===== src/rtl/bisf_pkg.sv =====
package bisf_pkg;

  typedef enum logic [1:0] {
    LN_INV = 2'd0,
    LN_SHR = 2'd1,
    LN_EXC = 2'd2
  } line_st_e;

  typedef enum logic [2:0] {
    CS_IDLE  = 3'd0,
    CS_LOOK  = 3'd1,
    CS_SNOOP = 3'd2,
    CS_UPD   = 3'd3,
    CS_MEM   = 3'd4,
    CS_RESP  = 3'd5
  } ctrl_st_e;

endpackage


===== src/rtl/bisf_filter.sv =====
module bisf_filter
  import bisf_pkg::*;
#(
  parameter int HOSTS = 4,
  parameter int SET_W = 2,
  parameter int TAG_W = 14,
  parameter int WAYS  = 2,
  localparam int SETS  = 1 << SET_W,
  localparam int WAY_W = (WAYS > 1) ? $clog2(WAYS) : 1
) (
  input  logic             clk,
  input  logic             rst_n,
  input  logic [SET_W-1:0] lk_set,
  input  logic [TAG_W-1:0] lk_tag,
  output logic             hit,
  output logic [WAY_W-1:0] hit_way,
  output logic [HOSTS-1:0] hit_sh,
  output logic [WAY_W-1:0] vic_way,
  output logic             vic_need,
  output logic [TAG_W-1:0] vic_tag,
  output logic [HOSTS-1:0] vic_sh,
  input  logic             adv_rr,
  input  logic             wr_en,
  input  logic [WAY_W-1:0] wr_way,
  input  logic [TAG_W-1:0] wr_tag,
  input  logic [HOSTS-1:0] wr_sh,
  input  line_st_e         wr_st
);

  logic [TAG_W-1:0] tag_q [SETS][WAYS];
  logic [HOSTS-1:0] sh_q  [SETS][WAYS];
  line_st_e         st_q  [SETS][WAYS];
  logic [WAY_W-1:0] rr_q  [SETS];

  logic [WAYS-1:0] way_hit;
  logic [WAYS-1:0] way_free;

  for (genvar g = 0; g < WAYS; g++) begin : g_way_cmp
    assign way_hit[g]  = (st_q[lk_set][g] != LN_INV) && (tag_q[lk_set][g] == lk_tag);
    assign way_free[g] = (st_q[lk_set][g] == LN_INV);
  end

  logic [WAY_W-1:0] free_way;

  always_comb begin
    hit_way  = '0;
    free_way = '0;
    for (int w = WAYS - 1; w >= 0; w--) begin
      if (way_hit[w])  hit_way  = WAY_W'(w);
      if (way_free[w]) free_way = WAY_W'(w);
    end
  end

  assign hit      = |way_hit;
  assign hit_sh   = sh_q[lk_set][hit_way];
  assign vic_need = !hit && !(|way_free);
  assign vic_way  = (|way_free) ? free_way : rr_q[lk_set];
  assign vic_tag  = tag_q[lk_set][rr_q[lk_set]];
  assign vic_sh   = sh_q[lk_set][rr_q[lk_set]];

  for (genvar s = 0; s < SETS; s++) begin : g_set
    always_ff @(posedge clk or negedge rst_n) begin
      if (!rst_n) begin
        rr_q[s] <= '0;
        for (int w = 0; w < WAYS; w++) begin
          tag_q[s][w] <= '0;
          sh_q[s][w]  <= '0;
          st_q[s][w]  <= LN_INV;
        end
      end else begin
        if (adv_rr && (lk_set == SET_W'(s))) begin
          rr_q[s] <= (rr_q[s] == WAY_W'(WAYS - 1)) ? '0 : rr_q[s] + 1'b1;
        end
        if (wr_en && (lk_set == SET_W'(s))) begin
          tag_q[s][wr_way] <= wr_tag;
          sh_q[s][wr_way]  <= wr_sh;
          st_q[s][wr_way]  <= wr_st;
        end
      end
    end
  end

endmodule


===== src/rtl/bisf_ack_tracker.sv =====
module bisf_ack_tracker #(
  parameter int HOSTS = 4,
  localparam int CNT_W = $clog2(HOSTS + 1)
) (
  input  logic             clk,
  input  logic             rst_n,
  input  logic             load,
  input  logic [HOSTS-1:0] load_mask,
  input  logic [HOSTS-1:0] ack_valid,
  output logic [CNT_W-1:0] left,
  output logic             err_pulse
);

  logic [HOSTS-1:0] await_q;
  logic [HOSTS-1:0] good;

  assign good = ack_valid & await_q;

  always_ff @(posedge clk or negedge rst_n) begin
    if (!rst_n) begin
      await_q   <= '0;
      left      <= '0;
      err_pulse <= 1'b0;
    end else begin
      err_pulse <= |(ack_valid & ~await_q);
      if (load) begin
        await_q <= load_mask;
        left    <= CNT_W'($countones(load_mask));
      end else begin
        await_q <= await_q & ~good;
        left    <= left - CNT_W'($countones(good));
      end
    end
  end

endmodule


===== src/rtl/bisf_snoop_issue.sv =====
module bisf_snoop_issue #(
  parameter int HOSTS  = 4,
  parameter int ADDR_W = 16
) (
  input  logic              clk,
  input  logic              rst_n,
  input  logic              load,
  input  logic [HOSTS-1:0]  load_mask,
  input  logic [ADDR_W-1:0] load_addr,
  input  logic [HOSTS-1:0]  snp_ready,
  output logic [HOSTS-1:0]  snp_valid,
  output logic [ADDR_W-1:0] snp_addr,
  output logic              drained
);

  logic [HOSTS-1:0] pend_q;

  always_ff @(posedge clk or negedge rst_n) begin
    if (!rst_n) begin
      pend_q   <= '0;
      snp_addr <= '0;
    end else if (load) begin
      pend_q   <= load_mask;
      snp_addr <= load_addr;
    end else begin
      pend_q <= pend_q & ~snp_ready;
    end
  end

  assign snp_valid = pend_q;
  assign drained   = (pend_q == '0);

endmodule


===== src/rtl/bisf_ctrl.sv =====
module bisf_ctrl
  import bisf_pkg::*;
#(
  parameter int HOSTS  = 4,
  parameter int ADDR_W = 16,
  parameter int DATA_W = 32,
  parameter int SET_W  = 2,
  parameter int WAYS   = 2,
  localparam int HID_W = (HOSTS > 1) ? $clog2(HOSTS) : 1,
  localparam int TAG_W = ADDR_W - SET_W,
  localparam int CNT_W = $clog2(HOSTS + 1),
  localparam int WAY_W = (WAYS > 1) ? $clog2(WAYS) : 1
) (
  input  logic              clk,
  input  logic              rst_n,
  input  logic              req_valid,
  output logic              req_ready,
  input  logic [HID_W-1:0]  req_host,
  input  logic              req_excl,
  input  logic [ADDR_W-1:0] req_addr,
  output logic [HOSTS-1:0]  snp_valid,
  input  logic [HOSTS-1:0]  snp_ready,
  output logic [ADDR_W-1:0] snp_addr,
  input  logic [HOSTS-1:0]  ack_valid,
  output logic              mem_rd_en,
  output logic [ADDR_W-1:0] mem_rd_addr,
  input  logic [DATA_W-1:0] mem_rd_data,
  output logic              rsp_valid,
  input  logic              rsp_ready,
  output logic [HID_W-1:0]  rsp_host,
  output logic              rsp_excl,
  output logic [DATA_W-1:0] rsp_data,
  output logic              err_ack
);

  ctrl_st_e          st_q;
  logic [HID_W-1:0]  r_host;
  logic              r_excl;
  logic [ADDR_W-1:0] r_addr;
  logic [WAY_W-1:0]  r_way;
  logic [DATA_W-1:0] r_data;

  logic              hit;
  logic [WAY_W-1:0]  hit_way;
  logic [HOSTS-1:0]  hit_sh;
  logic [WAY_W-1:0]  vic_way;
  logic              vic_need;
  logic [TAG_W-1:0]  vic_tag;
  logic [HOSTS-1:0]  vic_sh;

  logic [HOSTS-1:0]  req_oh;
  logic [HOSTS-1:0]  lk_mask;
  logic [ADDR_W-1:0] lk_saddr;
  logic [HOSTS-1:0]  new_sh;
  line_st_e          new_st;
  logic              snp_load;
  logic              drained;
  logic [CNT_W-1:0]  ack_left;

  assign req_oh = HOSTS'(1) << r_host;

  // Snoop set decided at lookup: other sharers on an exclusive hit, or every
  // sharer of the victim when a full set must give up a way.
  always_comb begin
    lk_mask  = '0;
    lk_saddr = r_addr;
    if (hit) begin
      if (r_excl) lk_mask = hit_sh & ~req_oh;
    end else if (vic_need) begin
      lk_mask  = vic_sh;
      lk_saddr = {vic_tag, r_addr[SET_W-1:0]};
    end
  end

  always_comb begin
    if (hit && !r_excl) new_sh = hit_sh | req_oh;
    else                new_sh = req_oh;
    new_st = r_excl ? LN_EXC : LN_SHR;
  end

  assign snp_load = (st_q == CS_LOOK) && (lk_mask != '0);

  bisf_filter #(
    .HOSTS(HOSTS), .SET_W(SET_W), .TAG_W(TAG_W), .WAYS(WAYS)
  ) u_filter (
    .clk      (clk),
    .rst_n    (rst_n),
    .lk_set   (r_addr[SET_W-1:0]),
    .lk_tag   (r_addr[ADDR_W-1:SET_W]),
    .hit      (hit),
    .hit_way  (hit_way),
    .hit_sh   (hit_sh),
    .vic_way  (vic_way),
    .vic_need (vic_need),
    .vic_tag  (vic_tag),
    .vic_sh   (vic_sh),
    .adv_rr   ((st_q == CS_LOOK) && vic_need),
    .wr_en    (st_q == CS_UPD),
    .wr_way   (r_way),
    .wr_tag   (r_addr[ADDR_W-1:SET_W]),
    .wr_sh    (new_sh),
    .wr_st    (new_st)
  );

  bisf_snoop_issue #(.HOSTS(HOSTS), .ADDR_W(ADDR_W)) u_issue (
    .clk       (clk),
    .rst_n     (rst_n),
    .load      (snp_load),
    .load_mask (lk_mask),
    .load_addr (lk_saddr),
    .snp_ready (snp_ready),
    .snp_valid (snp_valid),
    .snp_addr  (snp_addr),
    .drained   (drained)
  );

  bisf_ack_tracker #(.HOSTS(HOSTS)) u_acks (
    .clk       (clk),
    .rst_n     (rst_n),
    .load      (snp_load),
    .load_mask (lk_mask),
    .ack_valid (ack_valid),
    .left      (ack_left),
    .err_pulse (err_ack)
  );

  always_ff @(posedge clk or negedge rst_n) begin
    if (!rst_n) begin
      st_q   <= CS_IDLE;
      r_host <= '0;
      r_excl <= 1'b0;
      r_addr <= '0;
      r_way  <= '0;
      r_data <= '0;
    end else begin
      case (st_q)
        CS_IDLE: if (req_valid) begin
          r_host <= req_host;
          r_excl <= req_excl;
          r_addr <= req_addr;
          st_q   <= CS_LOOK;
        end
        CS_LOOK: begin
          r_way <= hit ? hit_way : vic_way;
          st_q  <= (lk_mask != '0) ? CS_SNOOP : CS_UPD;
        end
        CS_SNOOP: if (drained && (ack_left == '0)) st_q <= CS_UPD;
        CS_UPD:   st_q <= CS_MEM;
        CS_MEM: begin
          r_data <= mem_rd_data;
          st_q   <= CS_RESP;
        end
        CS_RESP: if (rsp_ready) st_q <= CS_IDLE;
        default: st_q <= CS_IDLE;
      endcase
    end
  end

  assign req_ready   = (st_q == CS_IDLE);
  assign mem_rd_en   = (st_q == CS_UPD);
  assign mem_rd_addr = r_addr;
  assign rsp_valid   = (st_q == CS_RESP);
  assign rsp_host    = r_host;
  assign rsp_excl    = r_excl;
  assign rsp_data    = r_data;

endmodule


===== config.mk =====
export PLATFORM = sky130hd
export DESIGN_NAME = bisf_ctrl
export DESIGN_NICKNAME = d
export VERILOG_FILES = /design/src/rtl/bisf_pkg.sv /design/src/rtl/bisf_filter.sv /design/src/rtl/bisf_ack_tracker.sv /design/src/rtl/bisf_snoop_issue.sv /design/src/rtl/bisf_ctrl.sv
export SDC_FILE = /design/constraint.sdc
export NUM_CORES = 1
export LEC_CHECK = 0
export BUFFER_PORTS_ARGS = -buffer_cell sky130_fd_sc_hd__buf_2
export CORE_AREA = 2 2 205 207
export CTS_BUF_LIST = sky130_fd_sc_hd__clkbuf_8
export CTS_CLUSTER_SIZE = 30
export DETAILED_ROUTE_END_ITERATION = 8
export DIE_AREA = 0 0 207 209
export HOLD_SLACK_MARGIN = 0.12
export PLACE_DENSITY = 0.42
export SLEW_MARGIN = 10
export SYNTH_ARGS = -nofsm -noshare
export SYNTH_HDL_FRONTEND = slang
export SYNTH_SLANG_ARGS = --single-unit

===== constraint.sdc =====
create_clock -name clk -period 4.6 [get_ports clk]
set_clock_uncertainty 0.2 [all_clocks]
set_input_delay 0 -clock clk [delete_from_list [all_inputs] [get_ports clk]]
set_output_delay 0 -clock clk [all_outputs]
set_load 0.01 [all_outputs]

==> key figures <==
Timing
  – Final setup TNS: 0 ns
  – PnR worst setup slack: 0.3726 ns
  – Final hold viol count: 0
  – Worst-Margin Slew: 0.8742 ns
  – Max Slew Vio Count: 0
  – Tcrit/Tclk final: 91.90%
  – Worst rel slew slack: between 40% and 50%
  – Final min period: 4.227 ns
  – Final Setup Violations: 0
  – RSZ-0062 raised after global routing: no
  – Max Clock Freq: about 0.24 GHz

Global routing
  – Initial antenna violation count: 1
  – Gr ovfl total: 0
  – Largest net degree at the start of global routing: 90
  – Vias in the first global route: 9261
  – First-pass GRT wire length: 57030 um
  – GR Util All Layers: 17.19%

Yosys
  – Syn Nets: 1007
  – Top_reg_cell synth: dfrtp_1
  – Post-synth EDFFs: 0
  – Share of the synthesized area in the top cell type: 50.72%
  – Dominant cell type by area after synthesis: dfrtp_1
  – Post-synthesis instance total: 933
  – Cell variety after synth: 64
  – Post-Syn Area: 12190 um2
  – Yosys warnings: 0
  – Post-synth ARST share: 100.0%
  – Yosys reg bits: 247
  – Top cells by area, synth: dfrtp_1 51%, mux2_2 17%, mux4_2 7.2%
  – Sequential share of the synthesized area: 50.72%
  – Avg Inst Size Synth: roughly 13 um2

Worst setup path
  – Crit. End Element: flop
  – CP delay by family, top: compound AO/OA/AOI/OAI gates
  – Max stage delay on crit path: around 0.6 ns
  – Data required time of the worst path: 4.87 ns
  – Buf/Inv on CP: 3
  – Critical path launch point type: flop
  – Critical path peak fanout: 17
  – Reg-to-reg slack, setup: around 0.37 ns
  – Crit path DAT: 4.50 ns
  – Crit Path Class: flop to flop
  – Cell Chain, Critical Path: buf_12 -> buf_4 -> nor2b_1 -> a21oi_1 -> nand3_1 -> a2111oi_2 -> a21boi_1 -> nand2_1 -> o21a_1 -> ha_1 -> nand2_1 -> nand2_2 -> buf_4 -> nor2_1 -> a221o_1
  – CP max-delay cell: dfrtp_4

Drt
  – DRC: 0
  – Post-route ant nets: 0
  – Routed len/inst: 20.22 um
  – DR pass1 iterations: 4
  – Initial drt markers: 363
  – Via count: 8772
  – Vias per cell: around 4.8
  – Final wirelength: 36630 um

Floorplan
  – Starting Density: between 20% and 30%
  – Row count: 75
  – Top-Level Pins: approximately 140
  – DIE AREA: 43260 um2
  – Die Span Y: between 200 and 250 um
  – Die Wd: 207 um
  – Placeable Area: 41290 um2

Clock tree
  – CTS clk-pin slew, worst paths: roughly 0.060 ns
  – CTS-repair resized insts: 0
  – CTS Buf Count: 49
  – H-tree levels: 2
  – Clk root buf: clkbuf_8
  – Bufs on Longest Clock Path: 3
  – CTS Sinks: around 250
  – CTS tree: yes
  – Worst skew pair latency: 0.61 ns

Power and ir drop
  – Worst IR Drop VDD: 337.9 uV
  – Leakage Power: ~7.3 nW
  – PwrDens: 688.9 nW/um2
  – Tot Pwr: about 0.011 W

Flow run
  – Max-capacitance violation count: 0

Final layout
  – Area growth syn-to-layout: 32.13%
  – Ant. Diodes: 0
  – FILL cells: a little over 4000
  – Commonest non-fill, non-tap cell in the layout: dfrtp_1
  – Most frequent cells in the layout: 245 x dfrtp_1, 187 x mux2_2, 136 x buf_2
  – Fraction of layout cells with a size suffix above 1: 39.62%
  – Layout Nets: 1307

Placement
  – IO Port Bufs: between 100 and 150
  – Gp weighted congestion: 0.8104
  – HPWL after DPL: roughly 23000 um
  – Dpl ws: 0.4225 ns

Hold path
  – Worst Hold Class: input port to flop

Run status
  – Status: finished, final reports clean
[per-stage QoR]
stage	std cells	utilization [%]	area [um2]	hold WS (ns)
2_1_floorplan	933	-	12190	-0.4956
3_3_place_gp	1585	33.13	13680	-0.1079
3_5_place_dp	1585	33.13	13680	-0.1124
4_1_cts	1811	38.99	16100	0.1885
5_1_grt	1811	38.99	16100	0.2346
6_report	1811	38.99	16100	0.2424
[registers in the layout, summed over array words and instances, names as in the netlist]
register / cells
u_filter.tag_q: 112
rsp_data: 32
u_filter.sh_q: 32
mem_rd_addr: 16
u_filter.st_q: 16
u_issue.snp_addr: 16
u_acks.await_q: 4
u_filter.rr_q: 4
u_issue.snp_valid: 4
st_q: 3
u_acks.left: 3
rsp_host: 2
r_way: 1
rsp_excl: 1
u_acks.err_pulse: 1
[synthesized netlist by cell type, types with 3 or more instances]
library cell and number:
dfrtp_1 247, mux2_2 187, nand2_1 63, clkbuf_1 42
mux4_2 39, mux2i_1 33, a21oi_1 32, nor2_1 25
xnor2_1 24, o21ai_0 21, buf_2 16, mux2_1 16
nand4_1 13, inv_1 12, nor2b_1 12, and2_1 10
xor2_1 10, nor3_1 9, o211ai_1 9, ha_1 8
nand3_1 7, a221o_1 6, buf_1 6, a211oi_1 5
nand2b_1 5, o31ai_1 5, or4_1 5, a221oi_2 4
a32oi_1 4, nand3b_1 4, o21a_1 4, buf_4 3
fa_1 3, nor4_1 3
[power breakdown]
part | internal (W) | switching [W] | total (W)
clock | 0.00134 | 0.000991 | 0.00233
combinational | 0.00238 | 0.00243 | 0.00481
sequential | 0.00309 | 0.000859 | 0.00395
[cell type report]
class | instances | area [um2] | share of cell area [%]
flip-flops and latches | 247 | 6188 | 38.44
clock inverters | 23 | 118.9 | 0.7383
inverters | 12 | 45.04 | 0.2798
clock buffers | 67 | 922.1 | 5.727
multi-input cells | 605 | 5677 | 35.26
well taps | 539 | 674.4 | 4.189
repair buffers | 318 | 2475 | 15.37
[worst min-delay path, stage by stage]
cell and delay [ns]:
dlygate4sd3_1 0.54, buf_2 0.12, nor2b_1 0.12, a31oi_1 0.14, o32ai_1 0.09
[cells by family after synthesis]
logic type / synth area share (%)
AOI/OAI and AO/OA: 6.428
and+or+nand+nor: 7.537
DFF: 50.72
muxes: 28.68
adders and majority gates: 1.314
xor gates and xnor gates: 2.444
buffers and inverters: 2.875
[routing by layer]
metal / global-route usage, % / routed length, um
met1: 23.83 / 17200
met2: 27.15 / 16960
met3: 2.765 / 1398
met4: 6.355 / 1068
met5: 0 / 0
[what timing repair did]
| action | CTS | global route |
|---|---|---|
| buffers inserted | 0 | 0 |
| hold buffers | 136 | 0 |
| endpoints found under the setup margin | 0 | 0 |
| hold endpoints to repair | 312 | 0 |
[final timing paths]
path                       depth (start not counted)                               to                         start
setup / recovery                                  15  u_issue.snp_addr[4]$_DFFE_PN0P_    mem_rd_addr[1]$_DFFE_PN0P_
hold / removal                                     5              st_q[0]$_DFFE_PN0P_                     req_valid
setup reg to reg                                  15  u_issue.snp_addr[4]$_DFFE_PN0P_    mem_rd_addr[1]$_DFFE_PN0P_
min in group asynchronous                          4     u_filter.sh_q[2]$_DFFE_PN0P_                         rst_n
max in group asynchronous                          4   u_filter.tag_q[28]$_DFFE_PN0P_                         rst_n
hold reg to reg                                    1     u_filter.rr_q[2]$_DFFE_PN0P_  u_filter.rr_q[2]$_DFFE_PN0P_
Note: power is estimated with default switching activity, not from simulation.
